**src/rtl/wcs_pkg.sv**
```systemverilog
package wcs_pkg;

    typedef enum logic [2:0] {
        ST_IDLE,
        ST_CLEAR,
        ST_SETTLE,
        ST_RAMP,
        ST_WIPE
    } wcs_state_e;

    typedef struct packed {
        logic reg_clr;
        logic gcnt_clr;
        logic ramp_en;
        logic gcnt_clk;
        logic hold;
        logic done;
    } wcs_drive_t;

    // System clocks spent with the ramp enabled: two per counter-clock period.
    function automatic int unsigned ramp_sys_clks(input int unsigned bits);
        return 32'd2 << bits;
    endfunction

endpackage

```
**src/rtl/wcs_settle_timer.sv**
```systemverilog
module wcs_settle_timer #(
    parameter int W = 4
) (
    input  logic         clk,
    input  logic         rst,
    input  logic         load,
    input  logic [W-1:0] load_val,
    input  logic         step,
    output logic         expired
);
    logic [W-1:0] cnt_q;

    always_ff @(posedge clk) begin
        if (rst) begin
            cnt_q <= '0;
        end else if (load) begin
            cnt_q <= load_val;
        end else if (step && (cnt_q != '0)) begin
            cnt_q <= cnt_q - 1'b1;
        end
    end

    assign expired = (cnt_q <= W'(1));
endmodule

```
**src/rtl/wcs_seq_counter.sv**
```systemverilog
module wcs_seq_counter #(
    parameter int CNT_W = 16,
    parameter int TAP   = 12
) (
    input  logic clk,
    input  logic rst,
    input  logic clr,
    input  logic inc,
    output logic full
);
    logic [CNT_W-1:0] cnt_q;

    always_ff @(posedge clk) begin
        if (rst || clr) begin
            cnt_q <= '0;
        end else if (inc) begin
            cnt_q <= cnt_q + 1'b1;
        end
    end

    assign full = cnt_q[TAP];
endmodule

```
**src/rtl/wcs_ctrl.sv**
```systemverilog
module wcs_ctrl
    import wcs_pkg::*;
(
    input  logic       clk,
    input  logic       rst,
    input  logic       start,
    input  logic       evt_clr,
    input  logic       settle_exp,
    input  logic       seq_full,
    output wcs_drive_t drv,
    output logic       busy,
    output logic       tmr_load,
    output logic       tmr_step,
    output logic       seq_inc,
    output logic       seq_clr
);
    wcs_state_e state_q;
    logic       ph_q;
    wcs_drive_t drv_q;

    always_ff @(posedge clk) begin
        if (rst || evt_clr) begin
            state_q <= ST_IDLE;
            ph_q    <= 1'b0;
            drv_q   <= '0;
        end else begin
            case (state_q)
                ST_IDLE: begin
                    drv_q.done <= 1'b0;
                    if (start) begin
                        state_q        <= ST_CLEAR;
                        ph_q           <= 1'b0;
                        drv_q.reg_clr  <= 1'b1;
                        drv_q.gcnt_clr <= 1'b1;
                        drv_q.hold     <= 1'b1;
                    end
                end
                ST_CLEAR: begin
                    if (ph_q) begin
                        state_q        <= ST_SETTLE;
                        ph_q           <= 1'b0;
                        drv_q.reg_clr  <= 1'b0;
                        drv_q.gcnt_clr <= 1'b0;
                    end else begin
                        ph_q <= 1'b1;
                    end
                end
                ST_SETTLE: begin
                    if (settle_exp) begin
                        state_q        <= ST_RAMP;
                        drv_q.ramp_en  <= 1'b1;
                        drv_q.gcnt_clk <= 1'b0;
                    end
                end
                ST_RAMP: begin
                    if (seq_full && drv_q.gcnt_clk) begin
                        state_q        <= ST_WIPE;
                        ph_q           <= 1'b0;
                        drv_q.ramp_en  <= 1'b0;
                        drv_q.gcnt_clk <= 1'b0;
                        drv_q.done     <= 1'b1;
                    end else begin
                        drv_q.gcnt_clk <= ~drv_q.gcnt_clk;
                    end
                end
                ST_WIPE: begin
                    drv_q.done <= 1'b0;
                    if (ph_q) begin
                        state_q    <= ST_IDLE;
                        ph_q       <= 1'b0;
                        drv_q.hold <= 1'b0;
                    end else begin
                        ph_q <= 1'b1;
                    end
                end
                default: begin
                    state_q <= ST_IDLE;
                    ph_q    <= 1'b0;
                    drv_q   <= '0;
                end
            endcase
        end
    end

    always_comb begin
        drv      = drv_q;
        busy     = (state_q != ST_IDLE);
        tmr_load = (state_q == ST_IDLE) && start;
        tmr_step = (state_q == ST_SETTLE);
        seq_inc  = (state_q == ST_RAMP) && !drv_q.gcnt_clk;
        seq_clr  = (state_q == ST_WIPE) || evt_clr;
    end
endmodule

```
**src/rtl/wilk_conv_seq.sv**
```systemverilog
module wilk_conv_seq
    import wcs_pkg::*;
#(
    parameter int CNT_W     = 16,
    parameter int RAMP_BITS = 12,
    parameter int DLY_W     = 4
) (
    input  logic             clk,
    input  logic             rst,
    input  logic             start,
    input  logic             evt_clr,
    input  logic [DLY_W-1:0] settle_dly,
    output logic             reg_clr,
    output logic             gcnt_clr,
    output logic             ramp_en,
    output logic             gcnt_clk,
    output logic             hold,
    output logic             busy,
    output logic             done
);
    localparam int TAP = (RAMP_BITS < CNT_W) ? RAMP_BITS : CNT_W - 1;

    wcs_drive_t       drv;
    logic             tmr_load, tmr_step, settle_exp;
    logic             seq_inc, seq_clr, seq_full;
    logic [DLY_W-1:0] eff_dly;

    // A zero delay still leaves one clock between clear release and ramp.
    assign eff_dly = (settle_dly == '0) ? DLY_W'(1) : settle_dly;

    wcs_ctrl u_ctrl (
        .clk        (clk),
        .rst        (rst),
        .start      (start),
        .evt_clr    (evt_clr),
        .settle_exp (settle_exp),
        .seq_full   (seq_full),
        .drv        (drv),
        .busy       (busy),
        .tmr_load   (tmr_load),
        .tmr_step   (tmr_step),
        .seq_inc    (seq_inc),
        .seq_clr    (seq_clr)
    );

    wcs_settle_timer #(.W(DLY_W)) u_settle (
        .clk      (clk),
        .rst      (rst),
        .load     (tmr_load),
        .load_val (eff_dly),
        .step     (tmr_step),
        .expired  (settle_exp)
    );

    wcs_seq_counter #(.CNT_W(CNT_W), .TAP(TAP)) u_seq (
        .clk  (clk),
        .rst  (rst),
        .clr  (seq_clr),
        .inc  (seq_inc),
        .full (seq_full)
    );

    assign reg_clr  = drv.reg_clr;
    assign gcnt_clr = drv.gcnt_clr;
    assign ramp_en  = drv.ramp_en;
    assign gcnt_clk = drv.gcnt_clk;
    assign hold     = drv.hold;
    assign done     = drv.done;
endmodule

```
**config.mk**
```make
export PLATFORM = sky130hd
export DESIGN_NAME = wilk_conv_seq
export DESIGN_NICKNAME = d
export VERILOG_FILES = /design/src/rtl/wcs_pkg.sv /design/src/rtl/wcs_settle_timer.sv /design/src/rtl/wcs_seq_counter.sv /design/src/rtl/wcs_ctrl.sv /design/src/rtl/wilk_conv_seq.sv
export SDC_FILE = /design/constraint.sdc
export NUM_CORES = 1
export LEC_CHECK = 0
export ABC_AREA = 1
export CAP_MARGIN = 10
export CORE_MARGIN = 2
export CORE_UTILIZATION = 28
export DETAILED_ROUTE_END_ITERATION = 8
export GPL_TIMING_DRIVEN = 0
export PLACE_DENSITY = 0.48
export SETUP_SLACK_MARGIN = 0.02
export SLEW_MARGIN = 10
export SYNTH_ARGS = -nofsm -noshare
export SYNTH_HDL_FRONTEND = slang
export SYNTH_SLANG_ARGS = --single-unit
```
**constraint.sdc**
```tcl
create_clock -name clk -period 1.6 [get_ports clk]
set_input_delay 0.16 -clock clk [delete_from_list [all_inputs] [get_ports clk]]
set_output_delay 0.16 -clock clk [all_outputs]
set_load 0.01 [all_outputs]
```
# Word-level counts from Yosys, hierarchy flattened
# Index checks and enable logic that the tools add are counted.
word_totals:
  reg_bits: 30
  input_bits: 8
  elab_cells: 77
  out_inout_bits: 7
classes:
  n_bitwise: 6
  order_cmp: 1
  add_sub_neg: 2
  reduce_logical: 25
  n_eq_ne: 9
  n_mux: 24
op_table:
  columns: ["operator", "count"]
  rows:
  - ["$add A16 B1 Y16 const B", 1]
  - ["$mux W3", 5]
  - ["$pmux W3 S5", 1]
  - ["$mux W4", 3]
  - ["$pmux W2 S3", 2]
  - ["$reduce_and A3 Y1", 4]
  - ["$reduce_or A3 Y1", 3]
  - ["$mux W1", 7]
  - ["$eq A3 B2 Y1 const B", 2]
  - ["$mux W2", 3]
  - ["$ne A2 B1 Y1 const B", 3]
  - ["$not A1 Y1", 6]
  - ["$reduce_and A5 Y1", 1]
  - ["$le A4 B1 Y1 const B", 1]
  - ["$logic_and A1 B1 Y1", 4]
  - ["$logic_not A4 Y1", 1]
  - ["$ne A2 B2 Y1 const B", 2]
  - ["$pmux W1 S4", 1]
  - ["$reduce_and A2 Y1", 2]
  - ["$reduce_bool A4 Y1", 1]
  - ["$reduce_or A2 Y1", 2]
  - ["$sub A4 B1 Y4 const B", 1]
  - ["$eq A3 B1 Y1 const B", 1]
  - ["$eq A3 B3 Y1 const B", 1]
  - ["7 further kinds", 9]

# Longest topological paths before layout
depth:
  word_depth: 4
  ltp_mapped: 10
  depth_no_buf: 10

# Hierarchy
# Synthesis repeated with hierarchy kept, for this count alone.
hier_totals:
  hier_cells: 234
  area_unflattened_um2: 1591.5
modules_own_cells:
  columns: ["mod", "area_per_inst_um2", "instances", "cells_per_inst", "seq_area_each_um2"]
  rows:
  - ["wcs_seq_counter", 685.7, 1, 105, 260.2]
  - ["wcs_ctrl", 584.3, 1, 79, 180.2]
  - ["wcs_settle_timer", 291.5, 1, 42, 80.1]
  - ["wilk_conv_seq", 30.0, 1, 8, 0.0]

# Worst setup path after synthesis
# OpenSTA, ideal clock, no wires.
synth_path:
  kind: "register -> register"
  startpoint: "reg u_settle.cnt_q[0]"
  endpoint: "reg u_ctrl.state_q[1]"
  synth_period_minus_slack_ns: 1.271
  path_slack_ns: 0.329
  setup_ns: 0.111
  required_ns: 1.489
  stages_incl_launch_ff: 8
  n_path_buf: 0
  arrival_time_ns: 1.160
  path_cell_list: "dfxtp_1 -> inv_1 -> ha_1 -> o21ai_0 -> nand2_1 -> nand3_1 -> and2_1 -> nor2_1"
synth_between:
  elab_chain_cells: 3
synth_rtl:
  columns: ["element", "line_no", "rtl"]
  rows:
  - ["start, declared", "wcs_settle_timer.sv:11", "logic [W-1:0] cnt_q;"]
  - ["start signal, assigned", "wcs_settle_timer.sv:17", "cnt_q <= load_val;"]
  - ["start signal, assigned", "wcs_settle_timer.sv:19", "cnt_q <= cnt_q - 1'b1;"]
  - ["$le A4 B1 Y1", "wcs_settle_timer.sv:23", "assign expired = (cnt_q <= W'(1));"]
  - ["$ne A2 B2 Y1 (no source line)", null, null]
  - ["$reduce_and A5 Y1 (no source line)", null, null]
  - ["end signal, assigned", "wcs_ctrl.sv:23", "state_q <= ST_IDLE;"]
  - ["end signal, assigned", "wcs_ctrl.sv:31", "state_q <= ST_CLEAR;"]
  - ["end signal, assigned", "wcs_ctrl.sv:40", "state_q <= ST_SETTLE;"]
  - ["end, declared", "wcs_ctrl.sv:17", "wcs_state_e state_q;"]
# Every way passes these cells.
# A chain may end at the register's enable or synchronous reset.

# Worst setup path after layout
layout_path:
  startpoint: "reg u_ctrl.state_q[2]"
  endpoint: "out busy"
layout_between:
  elab_chain_cells: 1
layout_rtl:
  columns: ["element", "line_no", "rtl"]
  rows:
  - ["$reduce_bool A3 Y1", "wcs_ctrl.sv:87", "busy = (state_q != ST_IDLE);"]
  - ["end, declared", "wilk_conv_seq.sv:18", "output logic busy,"]
# Every way passes these cells.

==> impl_metrics.yaml <==
status:
  status: "complete, no violations"
setup_path:
  worstPathRequired_ns: 1.44
  crit_chain: "nor2_4 > nand2_1 > clkdlybuf4s50_1"
  reg2regPathDepth: 7
  critPathBufInv: 1
  cpMaxStageDelayCell: "clkdlybuf4s50_1"
  cpPeakStageDelay_ns: 0.52
  end_kind: "output port"
  rr_endpoint: "u_ctrl.state_q[1]"
  startpoint_type: "flip-flop"
  cpLargestDelayFamily: "buffers and inverters"
  timing.rr.start: "u_settle.cnt_q[0]"
  r2r_slack_ns: 0.18
  path_class: "reg2out"
  cp-startpoint: "u_ctrl.state_q[2]"
  arrival_ns: 1.35
  critPathMaxFanout: 6
clock_network:
  ctsLongestPathBuffers: 2
  cts-root-buf: "clkbuf_8"
  cts_tree: "built"
  cts_buffers: 3
  clkSlewWorstSetupHoldPaths_ns: 0.10
  cts_setup_buffers: 0
  h-tree-depth: 1
  cts_sinks: 26
  worstSkewPairLatency_ns: 0.28
flow_run:
  drv_cap: 0
pwr:
  power_switching_uw: 363
  power.share.sequential_pct: 47.3
  p_leak_uw: 0.000719
  internal-power_uw: 1090
  power_switching_share_pct: 25.0
  power.density_nw_per_um2: 838
  peakVddDrop_mv: 0.440
  p_clk_share_pct: 38.4
  comb_power_share_pct: 14.4
placement:
  portBuffers: 14
  place_ws_ns: -0.266
  gp_congestion: 0.819
  placed_cell_area_um2: 1650
  hpwl_mm: 2.28
detailed_routing:
  route.detailed.drc: 0
  routed_wl_mm: 2.93
  vias: 1312
  wl_per_cell_um: 9.75
  drt-pass1-iter-count: 4
  viasPerCell: 4.36
  ant_nets: 0
  drt-initial-drc-count: 52
sta:
  period_minus_slack_ns: 1.51
  rsz0062_at_grt: "no"
  worstMarginPinSlew_ns: 0.408
  hold_viol_final: 0
  setup_viol: 0
  finalCritPeriodShare_pct: 94.6
  worst_slack_ns: 0.0872
  hold-worst-slack_ns: 0.466
  fin_skew_ns: 0.00798
  max_freq_mhz: 661
  slew_headroom_pct: 72.6
  drv_slew: 0
global_routing:
  grtUsageTotal_pct: 11.9
  grt_pass1_vias: 1236
  overflow: 0
  antenna_found_initial: 0
  grt_max_degree: 16
  grt_pass1_wl_mm: 5.32
final_layout:
  fillCellCount: 555
  syn_to_final_growth_pct: 21.7
  final_net_count: 247
  diodes: 0
  drive_above_1_share_pct: 8.97
  design_area_um2: 1730
synthesis:
  ys_warn_count: 0
  avgSynthCellArea_um2: 6.60
  seq_area_frac_synth_pct: 36.5
  synthesis.area_um2: 1430
  synth_nets: 228
  synth_seq_cells: 26
  yosysUniqueCellTypes: 23
  syn_inst: 216
hold_path:
  hp-start: "u_ctrl.drv[0]"
  hold_depth: 2
  min_to: "u_ctrl.drv[0]"
  hp-class: "reg2reg"
die:
  initial_utilization_pct: 29.6
  die_area_um2: 5680
  chipWidth_um: 75.3
  io_pins: 15
  rows: 25
  coreArea_um2: 4820
  die_h_um: 75.3
==> state kept, by name, summed over array words and instances (netlist names) <==
signal          flops
u_seq.cnt_q        13
u_ctrl.drv          5
u_ctrl.state_q      3
u_settle.cnt_q      4
u_ctrl.ph_q         1
==> cells in the mapped netlist, drive strengths merged <==
cell    instances  area, um^2
and2            1        6.26
inv            32         120
o21ai           7        35.0
nor2           24         111
nor3            4        30.0
ha              4        50.1
a21oi          23         115
dfxtp          26         521
xor2            2        17.5
nand3b          1        7.51
nand4           8        50.1
o21bai          1        7.51
nand2          63         249
nand3          16        80.1
buf             2        12.5
or2             2        12.5
==> layout by cell type, fill, tap and decap left out, drive strengths merged <==
| master | instances |
|---|---|
| a21oi | 23 |
| o21ai | 7 |
| nand3 | 16 |
| dfxtp | 26 |
| and2 | 1 |
| or2 | 2 |
| nand4 | 8 |
| xor2 | 2 |
| nor2 | 24 |
| o21bai | 1 |
| nand2 | 63 |
| inv | 32 |
| ha | 4 |
| buf | 2 |
| clkbuf | 3 |
| clkdlybuf4s50 | 14 |
| nand3b | 1 |
| nor3 | 4 |
| bufinv | 1 |
==> layer usage <==
metal | vias up | GRT usage, % | part of all wire, %
li1 | 725 | - | -
met1 | 569 | 15.7 | 52
met2 | 16 | 19.7 | 45
met3 | 2 | 2.38 | 2.5
met4 | 0 | 3.51 | 1.2
met5 | - | 0 | 0
==> kinds of logic (layout without fill, tap and decap cells) <==
logic type	after synthesis	in the layout	synth area share, %
and+or+nand+nor	119	119	38.4
AOI/OAI and AO/OA	31	31	11.1
DFF	26	26	36.5
xor gates and xnor gates	2	2	1.23
buffers and inverters	34	52	9.31
adders and majority gates	4	4	3.51
==> how the worst max path moves through the flow <==
stage / to / slack, ns / cells after the start
2_1_floorplan: u_ctrl.state_q[1] / 0.33 / 7
3_3_place_gp: u_seq.cnt_q[12] / -0.24 / 7
3_5_place_dp: u_seq.cnt_q[9] / -0.27 / 7
4_1_cts: u_seq.cnt_q[9] / 0.04 / 7
5_1_grt: busy / 0.02 / 3
6_report: busy / 0.09 / 3
==> cell type report <==
class / count / area [um^2] / share of cell area, %
tap: 67 / 83.8 / 4.83
clock buffer: 3 / 41.3 / 2.38
clock inverter: 1 / 30.0 / 1.73
multi-input combinational: 156 / 782 / 45.1
buffer: 2 / 12.5 / 0.722
sequential: 26 / 524 / 30.2
inverter: 32 / 120 / 6.93
timing repair buffer: 14 / 140 / 8.08
==> worst min-delay path: cells and delay by family (launching register included) <==
kind	cells	cell delay, ns
compound gates	1	0.05
simple gates	1	0.06
flops	1	0.32
==> metrics by stage <==
stage / TNS [ns] / utilization (%) / instances / total power, uW
6_report: 0 / 36.0 / 301 / 1450
4_1_cts: 0 / 35.9 / 301 / 1490
3_3_place_gp: -2.40 / 34.2 / 297 / 909
5_1_grt: 0 / 36.0 / 301 / 1540
3_5_place_dp: -2.65 / 34.2 / 297 / 907
2_1_floorplan: 0 / - / 216 / 836
==> power by group through the flow <==
stage	Clock [uW]	Combinational (uW)	Sequential, uW
2_1_floorplan	0	140	696
3_3_place_gp	0	209	700
3_5_place_dp	0	207	700
4_1_cts	590	209	687
5_1_grt	606	240	690
6_report	558	209	687
==> what timing repair did <==
item                       in CTS  in global routing
hold buffers                    0                  0
pin swaps                       0                  0
resized for setup               5                  3
setup endpoints to repair       1                 14
hold endpoints to repair        0                  0
cloned                          0                  0
No activity file was read; power rests on OpenSTA's default activity.
